==> src/rtl/polar_sc_core.sv <==
module polar_sc_core #(
  parameter int LOG_MAX = 5,
  parameter int W = 6
) (
  input  logic                           clk,
  input  logic                           rst_n,
  input  logic                           start,
  input  logic [$clog2(LOG_MAX+1)-1:0]   code_log,
  input  logic [(1<<LOG_MAX)*W-1:0]      llr_in,
  input  logic [(1<<LOG_MAX)-1:0]        frozen,
  output logic                           out_valid,
  output logic [LOG_MAX-1:0]             out_idx,
  output logic [W-1:0]                   out_llr,
  output logic                           out_bit,
  output logic                           done,
  output logic                           busy
);
  localparam int NMAX = 1 << LOG_MAX;
  localparam int IW = LOG_MAX;
  localparam int CW = $clog2(LOG_MAX + 1);
  localparam logic signed [W-1:0] MAXP = {1'b0, {(W-1){1'b1}}};
  localparam logic signed [W-1:0] MINN = {1'b1, {(W-1){1'b0}}};

  function automatic logic signed [W-1:0] f_op(input logic signed [W-1:0] x, input logic signed [W-1:0] y);
    logic signed [W-1:0] ax, ay, m;
    ax = x[W-1] ? -x : x;
    ay = y[W-1] ? -y : y;
    if (ax[W-1]) ax = MAXP;
    if (ay[W-1]) ay = MAXP;
    m = (ax < ay) ? ax : ay;
    return (x[W-1] ^ y[W-1]) ? -m : m;
  endfunction

  function automatic logic signed [W-1:0] g_op(input logic signed [W-1:0] x, input logic signed [W-1:0] y, input logic b);
    logic signed [W:0] xe, ye, s;
    xe = (W+1)'(x);
    ye = (W+1)'(y);
    s = b ? (ye - xe) : (ye + xe);
    if (s > (W+1)'(MAXP)) s = (W+1)'(MAXP);
    if (s < (W+1)'(MINN)) s = (W+1)'(MINN);
    return s[W-1:0];
  endfunction

  function automatic logic [CW-1:0] tz(input logic [IW-1:0] v);
    logic [CW-1:0] t;
    t = '0;
    for (int k = IW - 1; k >= 0; k--)
      if (v[k]) t = CW'(k);
    return t;
  endfunction

  logic [NMAX*W-1:0] chan_q;
  logic [NMAX-1:0]   frz_q;
  logic [CW-1:0]     nlog, cur, off, req_log;
  logic              is_g;
  logic [IW-1:0]     idx, last;
  wire  [W-1:0]      leaf;
  wire               ubit, dec;
  wire  [(NMAX-1)*W-1:0] a_all;
  wire  [NMAX-2:0]   bl_all, up_all;

  assign req_log = (code_log == '0) ? CW'(1) : (code_log > CW'(LOG_MAX)) ? CW'(LOG_MAX) : code_log;
  assign off  = CW'(LOG_MAX) - nlog;
  assign last = IW'((32'd1 << nlog) - 32'd1);
  assign dec  = busy && (cur == CW'(LOG_MAX - 1));
  assign ubit = frz_q[idx] ? 1'b0 : leaf[W-1];

  for (genvar h = 0; h < LOG_MAX; h++) begin : stg
    localparam int M = 1 << (LOG_MAX - 1 - h);
    localparam int P = LOG_MAX - 1 - h;
    localparam logic [IW-1:0] LOWM = IW'((1 << P) - 1);
    wire  [2*M*W-1:0] in_v;
    wire  [M*W-1:0]   res;
    wire  [M-1:0]     up;
    wire              store;
    logic [M*W-1:0]   a_q;
    logic [M-1:0]     bl_q;

    if (h == 0) begin : src0
      assign in_v = chan_q;
    end else begin : srcn
      assign in_v = (off == CW'(h)) ? chan_q[2*M*W-1:0] : a_all[(NMAX-4*M)*W +: 2*M*W];
    end

    for (genvar j = 0; j < M; j++) begin : pe
      wire [W-1:0] x = in_v[j*W +: W];
      wire [W-1:0] y = in_v[(j+M)*W +: W];
      assign res[j*W +: W] = is_g ? g_op(x, y, bl_q[j]) : f_op(x, y);
    end

    if (h == LOG_MAX - 1) begin : lf
      assign up = ubit;
      assign leaf = res;
    end else begin : mid
      wire [M/2-1:0] cup = up_all[(NMAX-M) +: M/2];
      wire [M/2-1:0] cbl = bl_all[(NMAX-M) +: M/2];
      assign up = {cup, cup ^ cbl};
    end

    assign store = dec && !idx[P] && ((idx & LOWM) == LOWM);

    always_ff @(posedge clk) begin
      if (!rst_n) begin
        a_q  <= '0;
        bl_q <= '0;
      end else begin
        if (busy && cur == CW'(h)) a_q <= res;
        if (store) bl_q <= up;
      end
    end

    assign a_all[(NMAX-2*M)*W +: M*W] = a_q;
    assign bl_all[(NMAX-2*M) +: M] = bl_q;
    assign up_all[(NMAX-2*M) +: M] = up;
  end

  always_ff @(posedge clk) begin
    if (!rst_n) begin
      busy <= 1'b0; out_valid <= 1'b0; done <= 1'b0;
      out_idx <= '0; out_llr <= '0; out_bit <= 1'b0;
      chan_q <= '0; frz_q <= '0; nlog <= CW'(1);
      cur <= '0; is_g <= 1'b0; idx <= '0;
    end else begin
      out_valid <= 1'b0;
      done <= 1'b0;
      if (!busy) begin
        if (start) begin
          busy <= 1'b1;
          chan_q <= llr_in;
          frz_q <= frozen;
          nlog <= req_log;
          cur <= CW'(LOG_MAX) - req_log;
          is_g <= 1'b0;
          idx <= '0;
        end
      end else if (dec) begin
        out_valid <= 1'b1;
        out_idx <= idx;
        out_llr <= leaf;
        out_bit <= ubit;
        if (idx == last) begin
          done <= 1'b1;
          busy <= 1'b0;
        end else begin
          idx <= idx + 1'b1;
          cur <= CW'(LOG_MAX - 1) - tz(idx + 1'b1);
          is_g <= 1'b1;
        end
      end else begin
        cur <= cur + 1'b1;
        is_g <= 1'b0;
      end
    end
  end

  logic [IW-1:0] nxt_exp;
  always_ff @(posedge clk) begin
    if (!rst_n) nxt_exp <= '0;
    else if (start && !busy) nxt_exp <= '0;
    else if (out_valid) nxt_exp <= out_idx + 1'b1;
  end

  p_frozen_zero_r5: assert property (@(posedge clk) disable iff (!rst_n)
    out_valid && frz_q[out_idx] |-> !out_bit);
  p_free_sign_r6: assert property (@(posedge clk) disable iff (!rst_n)
    out_valid && !frz_q[out_idx] |-> out_bit == out_llr[W-1]);
  p_index_order_r4: assert property (@(posedge clk) disable iff (!rst_n)
    out_valid |-> out_idx == nxt_exp);
  p_done_last_r7: assert property (@(posedge clk) disable iff (!rst_n)
    done |-> out_valid && out_idx == last);
  p_idle_after_done_r9: assert property (@(posedge clk) disable iff (!rst_n)
    done |-> !busy);
  p_inputs_held_r9: assert property (@(posedge clk) disable iff (!rst_n)
    busy && $past(busy) |-> $stable(chan_q) && $stable(frz_q));
endmodule

==> config.mk <==
export PLATFORM = sky130hd
export DESIGN_NAME = polar_sc_core
export DESIGN_NICKNAME = d
export VERILOG_FILES = /design/src/rtl/polar_sc_core.sv
export SDC_FILE = /design/constraint.sdc
export NUM_CORES = 2
export LEC_CHECK = 0
export ABC_AREA = 0
export BUFFER_PORTS_ARGS = -buffer_cell sky130_fd_sc_hd__buf_2
export CAP_MARGIN = 20
export CORE_MARGIN = 2
export CORE_UTILIZATION = 25
export CTS_CLUSTER_SIZE = 25
export DETAILED_ROUTE_END_ITERATION = 12
export PLACE_DENSITY = 0.46
export SETUP_SLACK_MARGIN = 0.5
export SLEW_MARGIN = 20
export SYNTH_ARGS = -nofsm -noshare
export SYNTH_HDL_FRONTEND = slang
export SYNTH_SLANG_ARGS = --single-unit
==> constraint.sdc <==
create_clock -name clk -period 10.46 [get_ports clk]
set_clock_uncertainty 0.15 [all_clocks]
set_input_delay 1.569 -clock clk [delete_from_list [all_inputs] [get_ports clk]]
set_output_delay 1.569 -clock clk [all_outputs]
set_load 0.05 [all_outputs]
==> results.md <==
* Clk buf depth at 3
* Leak at 0.0239 uW
* Drt pass-1 iters at 5
* Initial detailed-routing violation count at 2924
* Remaining Overflow, GRT at 0
* Hold WC Path Type: flop to flop
* Maxcap violations at 0
* Fin area at 0.0535 mm^2
* CTS clock-pin slew for the worst setup and hold paths at 0.06 ns
* Critical setup path kind: flop to flop
* Largest net degree at the start of global routing at 140
* Vias at 45700
* Fillers at 20700
* Post-Route Hold Slack at 0.303 ns
* Post-place setup slack at 3.63 ns
* Die X at 440 um
* Synth top area cells: dfxtp_1 (19%), ha_1 (12%), a21oi_1 (6.9%)
* YS warnings at 0
* Gp weighted congestion at 0.924
* Final number of hold-violating endpoints at 0
* Peak Freq at 0.143 GHz
* Die area at 0.194 mm^2
* Netlist cell types at 96
* Io pins at 245
* Final Routed Wirelength at 175000 um
* Multi-input logic area at 0.0355 mm^2
* Commonest cells after routing, fill and taps aside: nand2_1 (819), a21oi_1 (656), nor2_1 (580)
* Syn Area/Cell at 7.31 um^2
* Per-cell routed wire length at 19.2 um
* # nets final at 7224
* Unrepaired setup endpoints after global routing: no
* First-pass GRT wire length at 264000 um
* Post-route ant nets at 0
* Core area at 0.190 mm^2
* Setup WS post-layout at 3.47 ns
* Seq cells post-synth at 462
* Syn Inst Count at 6502
* Placed Instance Area at 0.0510 mm^2
* Initial antenna violation count at 6
* Final setup fails at 0
* Tmin final at 6.99 ns
* Worst-Margin Slew at 1.20 ns
* Largest area contributor in the netlist: dfxtp_1
* Port bufs at 244
* Setup crit end kind: flop
* Sequential cell area at 0.00925 mm^2
* CP startpoint kind: flop
* CTS resizes at 0
* Die Ht at 440 um
* Post-layout util at 28.2%
* Status: completed
* Commonest non-fill, non-tap cell in the layout: nand2_1
* Slew headroom at 19.4%
* Syn Nets at 7208
* Pwr dens at 173 mW/mm^2
* Root buf cell: clkbuf_16
* CTS tree: done
* Most used DFF post-synth: dfxtp_1
* Area grow syn2layout at 12.5%
* DP HPWL at 136000 um
* Number of global-route vias before repair at 43500
* CTS Hold Bufs at 0
* Total GRT Usage at 17.5%
* Setup bufs post-CTS at 0
* CP arrival at 7.43 ns
* Post-synth top area share at 19.5%
* Ys async rst share at 0%
* Sequential fraction of the synthesis area at 19.5%
* Worst Path Required at 10.90 ns
* Setup TNS at 0 ns
* Vias/cell at 5.03
* DR DRC count at 0
* Worst Path Max Fanout at 58
* Initial core utilization at 25.1%
* Num CTS Buffers at 67
* Number of synthesized flops with an enable pin at 0
* Core Rows at 160
* Max-slew violations at 0
* Clk sink count at 462
* Layout cells sized above 1 at 8.98%
* H-tree depth at 3
* Fin crit share at 66.8%
* Worst VDD drop at 0.105 mV
* Clk_lat worst skew at 0.70 ns
* Post-Syn Area at 0.0475 mm^2
==> where the power goes <==
part	leakage (uW)	switching, uW	internal (uW)
sequential	0.00378	193	1870
combinational	0.0189	2690	1930
clock	0.00120	987	1590
total	0.0239	3870	5400
==> metal layers <==
metal,track usage [%],wire length [um],share of wire [%],vias up
met5,0,22,0.013,-
met4,5.61,5160,3.0,4
met3,2.15,7740,4.4,202
met2,28.5,78000,45,981
met1,23.8,83600,48,21600
li1,-,-,-,22900
==> cell type report <==
cell class	instances	share of cell area, %
Multi-Input combinational cell	5308	66.4
Sequential cell	462	17.3
Tap cell	2511	5.88
Clock buffer	87	3.58
Timing Repair Buffer	299	3.08
Inverter	380	2.68
Clock inverter	35	1.02
Antenna cell	3	0.0140
==> path summary, 6_finish.rpt <==
kind | start | endpoint | slack (ns) | cells after the start
worst min-delay path | frz_q[6]$_SDFFE_PN0P_ | frz_q[6]$_SDFFE_PN0P_ | 0.30 | 2
worst max-delay path | nlog[1]$_SDFFE_PN0P_ | stg[1].a_q[26]$_SDFFE_PN0P_ | 3.47 | 21
worst max register to register | nlog[1]$_SDFFE_PN0P_ | stg[1].a_q[26]$_SDFFE_PN0P_ | 3.47 | 21
worst min register to register | frz_q[6]$_SDFFE_PN0P_ | frz_q[6]$_SDFFE_PN0P_ | 0.30 | 2
==> state kept, by name, indices dropped and copies added, names as in the netlist, 5 cells and up <==
name	flops
idx	5
stg.a_q	180
chan_q	192
frz_q	32
stg.mid.cbl	15
out_llr	6
out_idx	5
stg.bl_q	16
==> worst max-delay path: stages (launching register included) <==
cell and delay, ns:
dfxtp_1 0.68, inv_1 0.16, ha_1 0.48, or3b_4 0.51
buf_4 0.82, mux2i_1 0.60, nand3_1 0.25, nor3_1 0.27
a2bb2oi_1 0.30, inv_1 0.13, ha_1 0.29, o21a_1 0.16
o21ai_0 0.20, nand2_1 0.13, a31oi_1 0.35, nand2_4 0.16
mux2_4 0.34, ha_1 0.21, nor2_1 0.13, xnor2_1 0.12
o21ai_0 0.09, o221a_2 0.27
==> through the flow <==
stage,total power [uW],cells
floorplan,5610,6502
global placement,6640,8960
detailed placement,6670,8960
CTS,9320,9082
global route,9980,9083
finish,9270,9085
==> cells by family after synthesis <==
group / count (synthesis) / synth area share [%]
buf+inv: 732 / 5.96
compound gates: 1883 / 24.1
xor+xnor: 494 / 9.63
simple gates: 2106 / 19.9
flops: 462 / 19.5
mux: 346 / 7.86
fa+ha+maj: 479 / 13.1
==> synthesized netlist by cell type (15+ instances only) <==
cell type / instances
and3_1: 37
nand3_1: 96
clkbuf_1: 300
nor2_1: 581
xor2_1: 158
and2_1: 36
o21ai_0: 484
dfxtp_1: 462
o31a_1: 18
nor2b_1: 77
o221a_2: 21
nor3_1: 174
inv_1: 375
or2_2: 27
ha_1: 445
xnor3_1: 15
o211a_1: 19
o21a_1: 75
buf_1: 17
or3_1: 34
o22ai_1: 49
o211ai_1: 41
a21oi_1: 656
mux2i_1: 267
a211oi_1: 100
nand2b_1: 131
a21o_1: 106
a22oi_1: 17
fa_1: 31
nand4_1: 22
xnor2_1: 318
a31oi_1: 106
a21boi_0: 25
mux2_2: 59
o31ai_1: 44
nand2_1: 819
buf_2: 27
No activity file was read; power rests on OpenSTA's default activity.
